File: src/rtl/rx_desc_walker.sv
module rx_desc_walker #(
  parameter int AW  = 32,
  parameter int SZW = 13
) (
  input  logic           clk,
  input  logic           rst,
  input  logic [AW-1:0]  base_addr,
  input  logic           run,
  output logic           rd_req,
  output logic [AW-1:0]  rd_addr,
  input  logic           rd_valid,
  input  logic [31:0]    rd_ctrl,
  input  logic [AW-1:0]  rd_buf1,
  input  logic [AW-1:0]  rd_buf2,
  output logic           buf_valid,
  output logic           buf_sel,
  output logic [AW-1:0]  buf_addr,
  output logic [SZW-1:0] buf_size,
  input  logic           buf_done,
  input  logic           frame_end,
  output logic           rx_done,
  output logic           size_err
);
  localparam int S2LO = 16;
  localparam logic [AW-1:0] STRIDE = AW'(16);

  typedef enum logic [2:0] {IDLE, FETCH, BUF1, BUF2, HALT} st_t;
  st_t st;

  logic [AW-1:0]  cur, nxt, a1, a2;
  logic [SZW-1:0] s1, s2;
  logic           dic, use2;

  wire [SZW-1:0] in_s1   = rd_ctrl[SZW-1:0];
  wire [SZW-1:0] in_s2   = rd_ctrl[S2LO+SZW-1:S2LO];
  wire           in_eor  = rd_ctrl[15];
  wire           in_chn  = rd_ctrl[14] & ~in_eor;
  wire           in_use2 = ~in_chn & (in_s2 != '0);
  wire           in_bad  = (in_s1[1:0] != 2'b00) | (in_use2 & (in_s2[1:0] != 2'b00));
  wire [AW-1:0]  in_nxt  = in_eor ? base_addr : in_chn ? rd_buf2 : cur + STRIDE;
  wire           release_buf = buf_done | frame_end;

  always_ff @(posedge clk) begin
    if (rst) begin
      st   <= IDLE;
      cur  <= base_addr;
      nxt  <= '0;
      a1   <= '0;
      a2   <= '0;
      s1   <= '0;
      s2   <= '0;
      dic  <= 1'b0;
      use2 <= 1'b0;
    end else begin
      case (st)
        IDLE: if (run) st <= FETCH;
        FETCH: if (rd_valid) begin
          a1   <= rd_buf1;
          a2   <= rd_buf2;
          s1   <= in_s1;
          s2   <= in_s2;
          dic  <= rd_ctrl[31];
          use2 <= in_use2;
          nxt  <= in_nxt;
          if (in_bad)             st <= HALT;
          else if (in_s1 != '0)   st <= BUF1;
          else if (in_use2)       st <= BUF2;
          else begin
            cur <= in_nxt;
            st  <= IDLE;
          end
        end
        BUF1: if (release_buf) begin
          if (use2) st <= BUF2;
          else begin
            cur <= nxt;
            st  <= IDLE;
          end
        end
        BUF2: if (release_buf) begin
          cur <= nxt;
          st  <= IDLE;
        end
        default: st <= HALT;
      endcase
    end
  end

  assign rd_req    = (st == FETCH);
  assign rd_addr   = cur;
  assign buf_valid = (st == BUF1) | (st == BUF2);
  assign buf_sel   = (st == BUF2);
  assign buf_addr  = buf_sel ? a2 : a1;
  assign buf_size  = buf_sel ? s2 : s1;
  assign rx_done   = buf_valid & frame_end & ~dic;
  assign size_err  = (st == HALT);

  a_r2_hold_fetch: assert property (@(posedge clk) disable iff (rst)
    (rd_req && !rd_valid) |=> (rd_req && $stable(rd_addr)));

  a_r3_hold_buf: assert property (@(posedge clk) disable iff (rst)
    (buf_valid && !buf_done && !frame_end) |=>
      (buf_valid && $stable(buf_addr) && $stable(buf_size) && $stable(buf_sel)));

  a_r6_ring_step: assert property (@(posedge clk) disable iff (rst)
    (rd_req && rd_valid && !rd_ctrl[15] && !rd_ctrl[14] &&
     rd_ctrl[12:0] == '0 && rd_ctrl[28:16] == '0) |=> (rd_addr == $past(rd_addr) + 32'd16));

  a_r7_chain_ptr: assert property (@(posedge clk) disable iff (rst)
    (rd_req && rd_valid && !rd_ctrl[15] && rd_ctrl[14] && rd_ctrl[12:0] == '0)
      |=> (rd_addr == $past(rd_buf2) && !buf_valid));

  a_r8_ring_end: assert property (@(posedge clk) disable iff (rst)
    (rd_req && rd_valid && rd_ctrl[15] && rd_ctrl[12:0] == '0 && rd_ctrl[28:16] == '0)
      |=> (rd_addr == $past(base_addr)));

  a_r4_skip_first: assert property (@(posedge clk) disable iff (rst)
    (rd_req && rd_valid && rd_ctrl[12:0] == '0 && !(rd_ctrl[14] && !rd_ctrl[15]) &&
     rd_ctrl[28:16] != '0 && rd_ctrl[17:16] == 2'b00) |=> (buf_valid && buf_sel));

  a_r10_misaligned: assert property (@(posedge clk) disable iff (rst)
    (rd_req && rd_valid && rd_ctrl[1:0] != 2'b00) |=> (size_err && !buf_valid));

  a_r10_stay_halted: assert property (@(posedge clk) disable iff (rst)
    size_err |=> (size_err && !rd_req));
endmodule

File: config.mk
export PLATFORM = sky130hd
export DESIGN_NAME = rx_desc_walker
export DESIGN_NICKNAME = d
export VERILOG_FILES = /design/src/rtl/rx_desc_walker.sv
export SDC_FILE = /design/constraint.sdc
export NUM_CORES = 1
export LEC_CHECK = 0
export ABC_AREA = 1
export CAP_MARGIN = 0
export CORE_MARGIN = 2
export CORE_UTILIZATION = 50
export DETAILED_ROUTE_END_ITERATION = 12
export PLACE_DENSITY = 0.89
export SLEW_MARGIN = 5
export SYNTH_ARGS = -nofsm -noshare
export SYNTH_HDL_FRONTEND = slang
export SYNTH_SLANG_ARGS = --single-unit
File: constraint.sdc
create_clock -name clk -period 13.2 [get_ports clk]
set_input_delay 2.64 -clock clk [delete_from_list [all_inputs] [get_ports clk]]
set_output_delay 2.64 -clock clk [all_outputs]
set_load 0.02 [all_outputs]
Yosys cells after proc, flatten, opt, wreduce, memory -nomap -nowiden:

Index checks and enable logic that the tools add are counted.

* register bits: 159
* bits of input ports: 134
* output and inout port bits: 82

* add/subtract/negate cells: 1
* equality and inequality tests: 15
* mux-type cells: 22
* bitwise logic cells: 11
* reduce and logical (&&, ||, !) cells: 9

Operators by type and width (number)
* 2-to-1 mux 32 bit: 11
* case mux 32 bit (3 select lines): 1
* adder 32 x 5 -> 32 bit (second input constant): 1
* nonzero test 13 bit: 2
* 2-to-1 mux 3 bit: 5
* != test 3 bit (second input constant): 5
* 2-to-1 mux 13 bit: 1
* case mux 3 bit (4 select lines): 1
* AND reduction 8 bit: 1
* equality test 3 x 2 -> 1 bit (second input constant): 2
* 2-to-1 mux 2 bit: 3
* != test 3 x 2 -> 1 bit (second input constant): 2
* bitwise AND 1 bit: 5
* != test 2 x 1 -> 1 bit (second input constant): 2
* != test 2 bit (second input constant): 2
* AND reduction 4 bit: 1
* nonzero test 2 bit: 2
* nonzero test 4 bit: 1
* equality test 3 x 1 -> 1 bit (second input constant): 1
* equality test 3 bit (second input constant): 1
* zero test 3 bit: 1
* inverter 1 bit: 3
* OR 1 bit: 3
* AND reduction 2 bit: 1

Depth between registers and ports, before layout:

Gate-level depths: netlist of run 1.

* depth in word-level cells: 10
* mapped depth: 12
* gate-level depth less buffers: 12

Worst setup path before layout of run 1:

Ideal clock, no wire load.

* path type: input -> register
* from: in rd_ctrl[15]
* to: reg cur[0], in the netlist rd_addr[0], enable pin
* library setup time: 466 ps
* arrival time: 5573 ps
* slack: 7162 ps
* cell stages on the path: 7
* buffers on the path: 2
* cell sequence: buf_2 > inv_2 > nand2_2 > buf_2 > nand2_1 > a21oi_1 > o21ai_0

* cells in the longest elaborated chain, start to end: 8
* elaborated cells between the ends (all ways): 9
* classes of those cells: eq/ne: 2; bitwise: 6; reduce/logical: 1

RTL lines
* start: declaration: line 12 `input logic [31:0] rd_ctrl,`
* inverter 1 bit (*): line 37 `wire in_chn = rd_ctrl[14] & ~in_eor;`
* bitwise AND 1 bit (*): line 37
* inverter 1 bit (*): line 38 `wire in_use2 = ~in_chn & (in_s2 != '0);`
* bitwise AND 1 bit (*): line 38
* bitwise AND 1 bit: line 39 `wire in_bad = (in_s1[1:0] != 2'b00) | (in_use2 & (in_s2[1:0] != 2'b00));`
* OR 1 bit: line 39
* != test 3 bit (no source line)
* AND reduction 8 bit (no source line) (*)
* end signal: assignment: line 46 `cur <= base_addr;`
* end signal: assignment: line 69 `cur <= in_nxt;`
* end signal: assignment: line 76 `cur <= nxt;`
* end: declaration: line 30 `logic [AW-1:0] cur, nxt, a1, a2;`

Mark *: on every way between the ends. The rest lies on a longest branch, timed or not.
A chain may end at the register's enable or synchronous reset.

Worst setup path after layout of run 1:

* from: reg st[1]
* to: out buf_addr[9]

* cells in the longest elaborated chain, start to end: 2

RTL lines
* start: declaration: line 28 `st_t st;`
* start signal: assignment: line 45 `st <= IDLE;`
* start signal: assignment: line 56 `IDLE: if (run) st <= FETCH;`
* start signal: assignment: line 65 `if (in_bad) st <= HALT;`
* equality test 3 x 2 -> 1 bit: line 92 `assign buf_sel = (st == BUF2);`
* 2-to-1 mux 32 bit: line 93 `assign buf_addr = buf_sel ? a2 : a1;`
* end: declaration: line 17 `output logic [AW-1:0] buf_addr,`

Every way passes these cells.

==> results of run 1 <==
flip-flops by register name, summed over array words and instances, names as in the netlist:
signal   flops
a1          32
a2          32
dic          1
nxt         32
rd_addr     32
s1          13
s2          13
st           3
use2         1
metal layers:
| metal | track usage | up-vias |
|---|---|---|
| li1 | - | 4505 |
| met1 | 0.3487 | 4109 |
| met2 | 0.4473 | 399 |
| met3 | 0.06803 | 53 |
| met4 | 0.1298 | 0 |
| met5 | 0 | - |
final cells by class:
cell class	instances	area [um2]	share of cell area
clock buffer	22	486.7	0.04357
clock inverter	10	120.1	0.01075
antenna	1	2.502	0.0002240
sequential	159	3503	0.3136
timing repair buffer	220	2177	0.1949
tap	220	275.3	0.02464
multi-input combinational	985	4207	0.3766
inverter	106	399.1	0.03573
path summary, 6_finish.rpt:
kind | end | slack (ps) | depth (start not counted)
max reg2reg | nxt[6] | 10330 | 7
min reg2reg | a2[22] | 510 | 2
max | buf_addr[9] | 6500 | 10
min | a2[22] | 510 | 2
synthesized netlist by cell type (2+ instances only):
cell type / n / area, um2
buf_4: 10 / 75.07
o21ai_1: 8 / 40.04
buf_6: 4 / 45.04
nand2_1: 361 / 1355
o22ai_1: 3 / 18.77
nor2_1: 311 / 1167
xor2_1: 3 / 26.28
nand3_1: 64 / 320.3
inv_1: 98 / 367.9
a21oi_1: 30 / 150.1
nor3_1: 2 / 10.01
edfxtp_1: 32 / 960.9
buf_1: 3 / 11.26
nor2_2: 4 / 25.02
nand2_2: 3 / 18.77
buf_2: 18 / 90.09
inv_2: 7 / 26.28
nand4_1: 5 / 31.28
dfxtp_1: 127 / 2542
o21ai_0: 168 / 840.8
o21bai_1: 2 / 15.01
nor2_4: 2 / 22.52
o211ai_1: 11 / 82.58
clkbuf_1: 39 / 146.4
power by group through the flow:
| stage | Sequential [mW] | Clock [mW] | Combinational, mW |
|---|---|---|---|
| global placement | 0.651 | 0 | 0.441 |
| finish | 0.648 | 0.505 | 0.458 |
| CTS | 0.646 | 0.510 | 0.457 |
| floorplan | 0.664 | 0 | 0.261 |
| detailed placement | 0.655 | 0 | 0.452 |
| global route | 0.658 | 0.531 | 0.504 |
logic make-up after synthesis:
family	share of synthesized area
AO/OA/AOI/OAI	0.1364
XOR/XNOR	0.004137
adder cells (fa/ha/maj)	0.001477
buffers and inverters	0.09100
flip-flops	0.4137
AND/OR/NAND/NOR	0.3534
worst max-delay path, cell delays in order, from the launching register on:
cell and delay (ps):
dfxtp_1 400, inv_1 60, nor2_1 810, inv_1 90, buf_4 360, nor2_4 140, buf_4 450, inv_2 470
nand2_1 190, nand2_1 80, clkdlybuf4s50_1 550
==> summary.md, run 1 <==
| Metric | Value |
|---|---|
| Post-synthesis sequential area ratio | `0.4137` |
| WL final | `25390 um` |
| Logic pwr share | `0.284` |
| Sequential Power Share | `0.402` |
| Clk network pwr share | `0.314` |
| Clk Tree Root Cell | `clkbuf_16` |
| Peak supply drop | `93.87 uV` |
| Tot Pwr | `1.611 mW` |
| Status | `complete, no violations` |
| Post-Place Worst Slack | `6650 ps` |
| Worst Path Max Fanout | `58` |
| Design area | `11170 um2` |
| Register bit total from synthesis | `159` |
| Crit Path Category | `flop to primary output` |
| Setup Viol. Count Final | `0` |
| Setup TNS | `0 ps` |
| Post-synth EDFFs | `32` |
| H-tree levels | `4` |
| Die Y | `134.2 um` |
| MaxCap Viol Count | `0` |
| First-pass GRT wire length | `39930 um` |
| Psw | `0.5282 mW` |
| Smallest hold slack | `512.4 ps` |
| CTS resizes | `0` |
| Clock transition at the registers of the reported paths | `60 ps` |
| Pre-antenna DRT Iters | `6` |
| Post-detail-place hpwl | `16820 um` |
| WL/cell | `14.73 um` |
| Post-Synthesis Cells | `1325` |
| Gr ovfl total | `0` |
| Worst Min Path Start | `a2[22]` |
| Non-filler cells, final | `1723` |
| Post-route setup slack | `6499 ps` |
| DRC Markers | `0` |
| Crit path launch | `st[1]` |
| Core area | `16580 um2` |
| Initial antenna violation count | `1` |
| Synth Warn # | `0` |
| Final min period | `6701 ps` |
| P per Cell Area | `144.2 nW/um2` |
| Crit start category | `flop` |
| Most frequent cells in the layout | `nand2_1, nor2_1, clkdlybuf4s50_1` |
| Synth async-reset ratio | `0` |
| Top layer in use | `met4` |
| Area of placed instances | `10560 um2` |
| Layout cell share with drive strength beyond 1 | `0.03862` |
| DRT iter0 DRCs | `849` |
| Slew Limit Fails | `0` |
| Commonest non-fill, non-tap cell in the layout | `nand2_1` |
| FMAX | `149.2 MHz` |
| Post-Route Utilization | `0.6736` |
| DR vias/cell | `5.262` |
| Synthesis-to-finish area growth | `31.90%` |
| Port buffer count | `212` |
| Met1 wire length | `10310 um` |
| Clock sink count | `159` |
| # fillers | `1430` |
| Final ANT Viol Nets | `0` |
| Critical path arrival | `4060 ps` |
| Hold buffers post-CTS | `0` |
| Worst EP required | `10560 ps` |
| Setup bufs post-CTS | `0` |
| Worst skew pair latency | `430 ps` |
| Die outline area | `18000 um2` |
| CTS tree | `yes` |
| Fin nets | `1624` |
| Die X | `134.2 um` |
| Clk buf depth | `2` |
| Syn Nets | `1460` |
| Critical path endpoint category | `primary output` |
| Main synth FF type | `dfxtp_1` |
| Critical R2R Launch | `st[0]` |
| Site Rows | `47` |
| Sw Share | `0.3279` |
| Syn_area_per_cell | `6.392 um2` |
| GRT Overall Usage | `0.2765` |
| RSZ-0062 raised after global routing | `no` |
| Worst hold-check path type | `flop to flop` |
| Clock skew | `12.03 ps` |
| Final cycle utilization of the critical path | `0.5076` |
| Met2 Wirelength | `11990 um` |
| Worst-margin pin slew | `1106 ps` |
| Dpl cells | `1690` |
| Initial Util | `0.5107` |
| Placer Congestion | `0.9143` |
| Cell-internal power | `1.083 mW` |
| Final hold violations | `0` |
| Pin count of the biggest net entering global routing | `118` |
| Total CTS buffers | `17` |
| Routed vias | `9066` |
| Relative slew slack | `0.2623` |
| Post-Syn Area | `8469 um2` |
| Pleak | `5.115 nW` |
| Vias in the first global route | `8400` |
| Unique masters post-synth | `34` |
| Metal3 WL | `2196 um` |
| I/O pin cnt | `216` |
Note: power is estimated with default switching activity, not from simulation.
==> run 2, diff against run 1 <==
CORE_UTILIZATION = 45   (was 50)
PLACE_DENSITY = 0.85   (was 0.89)
clock period = 5.94 ns   (was 13.2 ns; I/O delays follow)
==> run 2 against run 1 <==
Register-to-register slack got worse by 7000 ps. Core utilization decreased by 7.2 points. Critical path depth decreased by 2. Clock power increased by 110%. Routed wire length increased by 1.8%. Power increased by 120%. Die area increased by 11%. Critical endpoint is now buf_addr[25]. Largest cell class unchanged.
==> summary.md, run 2 (synthesis gave the netlist of run 1 again) <==
| Metric | Value |
|---|---|
| Pin count of the biggest net entering global routing | `106` |
| Relative slew slack | `0.2905` |
| Critical path arrival | `3060 ps` |
| Initial Util | `0.4558` |
| Dpl cells | `1706` |
| Critical path endpoint category | `primary output` |
| Worst Path Max Fanout | `58` |
| Critical path cell sequence | `nor2_1 > inv_1 > buf_4 > nor2_4 > inv_2 > nand2_1 > nand2_1 > clkdlybuf4s50_1` |
| Critical R2R Launch | `st[2]` |
| Critical Path Most Common Cell | `nand2_1` |
| DRC Markers | `0` |
| Worst EP required | `4750 ps` |
| Peak supply drop | `189.3 uV` |
| Met2 Wirelength | `12030 um` |
| Port buffer count | `212` |
| Worst skew pair latency | `430 ps` |
| Core area | `18580 um2` |
| DRT iter0 DRCs | `845` |
| Worst Path Buf+Inv | `4` |
| DR vias/cell | `5.205` |
| Site Rows | `50` |
| Clock skew | `9.555 ps` |
| Fin nets | `1626` |
| Worst Min Path Start | `a2[5]` |
| GRT Overall Usage | `0.2564` |
| Final min period | `4252 ps` |
| Hold endpoint | `a2[5]` |
| Worst path max stage delay | `610 ps` |
| Final hold violations | `0` |
| Crit-path slowest cell | `clkdlybuf4s50_1` |
| Top layer in use | `met4` |
| Worst hold stages | `2` |
| R2R cell count | `8` |
| I/O pin cnt | `216` |
| CP top delay family | `buffers and inverters` |
| Setup bufs post-CTS | `0` |
| Metal3 WL | `1799 um` |
| Routed vias | `9046` |
| First-pass GRT wire length | `41090 um` |
| H-tree levels | `4` |
| Met1 wire length | `11090 um` |
| Placer Congestion | `0.8979` |
| Tot Pwr | `3.543 mW` |
| Final cycle utilization of the critical path | `0.7159` |
| Layout cell share with drive strength beyond 1 | `0.04059` |
| MaxCap Viol Count | `0` |
| Pleak | `5.122 nW` |
| Worst hold-check path type | `flop to flop` |
| Die outline area | `19930 um2` |
| Crit start category | `flop` |
| CTS resizes | `0` |
| Synthesis-to-finish area growth | `31.98%` |
| Total CTS buffers | `17` |
| Smallest hold slack | `512.8 ps` |
| Initial antenna violation count | `1` |
| Commonest non-fill, non-tap cell in the layout | `nand2_1` |
| CTS tree | `yes` |
| Pre-antenna DRT Iters | `5` |
| Gr ovfl total | `0` |
| WL final | `25840 um` |
| Clk Tree Root Cell | `clkbuf_16` |
| Reg2Reg Setup Slack | `3330 ps` |
| Slew Limit Fails | `0` |
| FMAX | `235.2 MHz` |
| Crit Path Category | `flop to primary output` |
| Setup Viol. Count Final | `0` |
| Setup TNS | `0 ps` |
| Most frequent cells in the layout | `nand2_1, nor2_1, clkdlybuf4s50_1` |
| RSZ-0062 raised after global routing | `no` |
| Clk buf depth | `2` |
| Reg2reg end | `a1[12]` |
| Vias in the first global route | `8265` |
| Die X | `141.2 um` |
| Post-detail-place hpwl | `17590 um` |
| Hold buffers post-CTS | `0` |
| Die Y | `141.2 um` |
| Status | `complete, no violations` |
| Worst-margin pin slew | `1063 ps` |
| Final ANT Viol Nets | `0` |
| Clock transition at the registers of the reported paths | `60 ps` |
| P per Cell Area | `316.9 nW/um2` |
| Non-filler cells, final | `1738` |
| Clock sink count | `159` |
| WL/cell | `14.87 um` |
==> run 2: cell types whose count changed in the layout (fill, tap and decap cells not counted), moves of 2 or more <==
cell / delta
inv_6: -3
clkinv_4: +3
clkbuf_1: -2
buf_4: +2
==> run 2: worst reg2reg max path, stage by stage (launching register included) <==
cell     delay, ps
dfxtp_1        370
nor3_4         250
inv_2          100
nor2_4          80
buf_4          460
inv_2          560
buf_4          450
nor2_1         160
nor2_1          60
==> run 2: per-stage QoR <==
stage | setup WS (ps) | util | cell area (um2)
3_3_place_gp | 1664 | 0.5701 | 10590
2_1_floorplan | 1354 | - | 8469
3_5_place_dp | 1677 | 0.5701 | 10590
5_1_grt | 1487 | 0.6016 | 11180
6_report | 1688 | 0.6016 | 11180
4_1_cts | 1674 | 0.6015 | 11180
==> run 2: worst max-delay path by stage <==
stage,start,endpoint,slack [ps],depth (start not counted)
5_1_grt,st[2],buf_addr[25],1490,8
6_report,st[2],buf_addr[25],1690,8
3_5_place_dp,rd_ctrl[15],rd_addr[28],1680,10
3_3_place_gp,rd_ctrl[15],rd_addr[27],1660,10
4_1_cts,st[2],buf_addr[25],1670,8
2_1_floorplan,rd_ctrl[15],rd_addr[0],1350,7
==> run 2: cell type report <==
type	count	area (um2)
flip-flops and latches	159	3503
inverters	106	397.9
clock buffers	20	479.2
clock inverters	11	103.9
multi-input cells	985	4207
repair buffers	222	2192
diodes	1	2.502
well taps	234	292.8
fillers	1648	7402
==> run 2: metal layers <==
metal | vias up | global-route usage
li1 | 4516 | -
met1 | 4109 | 0.3280
met2 | 363 | 0.4162
met3 | 58 | 0.05537
met4 | 0 | 0.1158
met5 | - | 0
==> run 2: power by group <==
group | total [mW] | leakage, nW | switching (mW) | internal, mW
sequential | 1.44 | 1.36 | 0.124 | 1.31
clock | 1.08 | 0.293 | 0.456 | 0.628
combinational | 1.02 | 3.47 | 0.603 | 0.419
total | 3.54 | 5.12 | 1.18 | 2.36
==> run 3, diff against run 2 <==
CORE_UTILIZATION = 50   (was 45)
PLACE_DENSITY = 0.89   (was 0.85)
clock period = 4.2 ns   (was 5.94 ns; I/O delays follow)
==> run 3 against run 2 <==
Global-route usage up 2.5 points. Critical endpoint is now buf_addr[19]. Worst setup slack lost 1100 ps. First-iteration DRC count fell by 9.6%. Clock skew grew 2.6 ps.
==> summary.md, run 3 (synthesis gave the netlist of run 1 again) <==
| Metric | Value |
|---|---|
| Status | `complete, no violations` |
| Vias in the first global route | `8545` |
| Die outline area | `18000 um2` |
| R2R cell count | `8` |
| Fin nets | `1629` |
| Pre-antenna DRT Iters | `5` |
| DRC Markers | `0` |
| Synthesis-to-finish area growth | `32.18%` |
| FMAX | `275.8 MHz` |
| Post-Place Worst Slack | `995.3 ps` |
| N_diodes | `0` |
| Crit path launch | `st[2]` |
| Post-route setup slack | `574.5 ps` |
| Reg2reg end | `rd_addr[14]` |
| Critical R2R Launch | `st[2]` |
| Slew Limit Fails | `0` |
| Crit Path Category | `flop to primary output` |
| Worst-margin pin slew | `922.5 ps` |
| DR vias/cell | `5.247` |
| Initial Util | `0.5107` |
| Die Y | `134.2 um` |
| P per Cell Area | `446.9 nW/um2` |
| Routed vias | `9062` |
| Die X | `134.2 um` |
| Worst EP required | `3360 ps` |
| Crit start category | `flop` |
| CTS tree | `yes` |
| MaxCap Viol Count | `0` |
| Site Rows | `47` |
| Most frequent cells in the layout | `nand2_1, nor2_1, clkdlybuf4s50_1` |
| Clk buf depth | `2` |
| WL/cell | `14.65 um` |
| Worst skew pair latency | `430 ps` |
| I/O pin cnt | `216` |
| Pleak | `5.138 nW` |
| Setup Viol. Count Final | `0` |
| Total CTS buffers | `17` |
| DRT iter0 DRCs | `764` |
| Commonest non-fill, non-tap cell in the layout | `nand2_1` |
| Worst hold-check path type | `flop to flop` |
| Clock sink count | `159` |
| Setup TNS | `0 ps` |
| Setup crit end | `buf_addr[19]` |
| Clock transition at the registers of the reported paths | `60 ps` |
| Clock skew | `12.10 ps` |
| Critical path endpoint category | `primary output` |
| Initial antenna violation count | `0` |
| Worst Path Max Fanout | `45` |
| First-pass GRT wire length | `40910 um` |
| Relative slew slack | `0.3841` |
| GRT Overall Usage | `0.2816` |
| Post-detail-place hpwl | `16980 um` |
| WL final | `25300 um` |
| Gr ovfl total | `0` |
| H-tree levels | `4` |
| Setup bufs post-CTS | `0` |
| CTS resizes | `0` |
| Critical path arrival | `2790 ps` |
| Port buffer count | `212` |
| Final ANT Viol Nets | `0` |
| Pin count of the biggest net entering global routing | `159` |
| Final cycle utilization of the critical path | `0.8632` |
| Final min period | `3626 ps` |
| Placer Congestion | `0.8788` |
| RSZ-0062 raised after global routing | `no` |
| Clk Tree Root Cell | `clkbuf_16` |
| Reg2Reg Setup Slack | `1950 ps` |
| Hold buffers post-CTS | `0` |
| Layout cell share with drive strength beyond 1 | `0.04380` |
| Core area | `16580 um2` |
| Final hold violations | `0` |
| Peak supply drop | `310.3 uV` |
-- run 3: cell count changes in the layout (fill, tap and decap cells not counted), moves of 2 or more --
cell | before | now
inv_6 | 0 | 3
buf_4 | 10 | 12
clkinv_4 | 4 | 0
clkbuf_8 | 0 | 3
inv_8 | 1 | 3
-- run 3: worst min path at each step --
stage            from      to  cells after the start  slack, ps
2_1_floorplan  s2[12]  s2[12]                      2        470
3_3_place_gp   a2[29]  a2[29]                      2        490
3_5_place_dp   a2[29]  a2[29]                      2        500
4_1_cts         st[0]   st[0]                      2        510
5_1_grt        a2[29]  a2[29]                      2        550
6_report        st[0]   st[0]                      2        510
-- run 3: final cells by class --
| type | instances | area, um2 |
|---|---|---|
| clock buffer | 21 | 491.7 |
| timing repair buffer | 225 | 2227 |
| sequential | 159 | 3503 |
| fill | 1386 | 5389 |
| tap | 220 | 275.3 |
| clock inverter | 11 | 91.34 |
| inverter | 106 | 399.1 |
| multi-input combinational | 985 | 4207 |
-- run 3: through the flow --
stage               hold WS [ps]    util  instances  instance area [um2]  total power [mW]
finish                     509.3  0.6750       1727                11190             5.002
global route               545.4  0.6750       1727                11190             5.261
CTS                        512.6  0.6750       1727                11190             5.017
detailed placement         497.0  0.6399       1695                10610             3.486
global placement           493.4  0.6399       1695                10610             3.445
floorplan                  474.2       -       1325                 8469             2.904
-- run 3: worst max-delay path, stage by stage, from the launching register on --
cell and delay (ps):
dfxtp_1 440, nor2_1 80, buf_4 200, inv_1 120, nor2_4 40, inv_2 590, nand2_1 130, nand2_1 120
clkdlybuf4s50_1 600
-- run 3: power breakdown --
part           leakage, nW  total [mW]  switching (mW)  internal (mW)
Combinational         3.49        1.44           0.847          0.598
Clock                0.293        1.52           0.667          0.857
Sequential            1.36        2.03           0.177           1.86
Total                 5.14        5.00            1.69           3.31
-- run 3: per-layer routing --
layer | GRT usage | vias up | wire, um
met5 | 0 | - | 0
met4 | 0.1187 | 0 | 834
met3 | 0.05178 | 56 | 1997
met2 | 0.4687 | 425 | 11830
met1 | 0.3607 | 4060 | 10640
li1 | - | 4521 | -
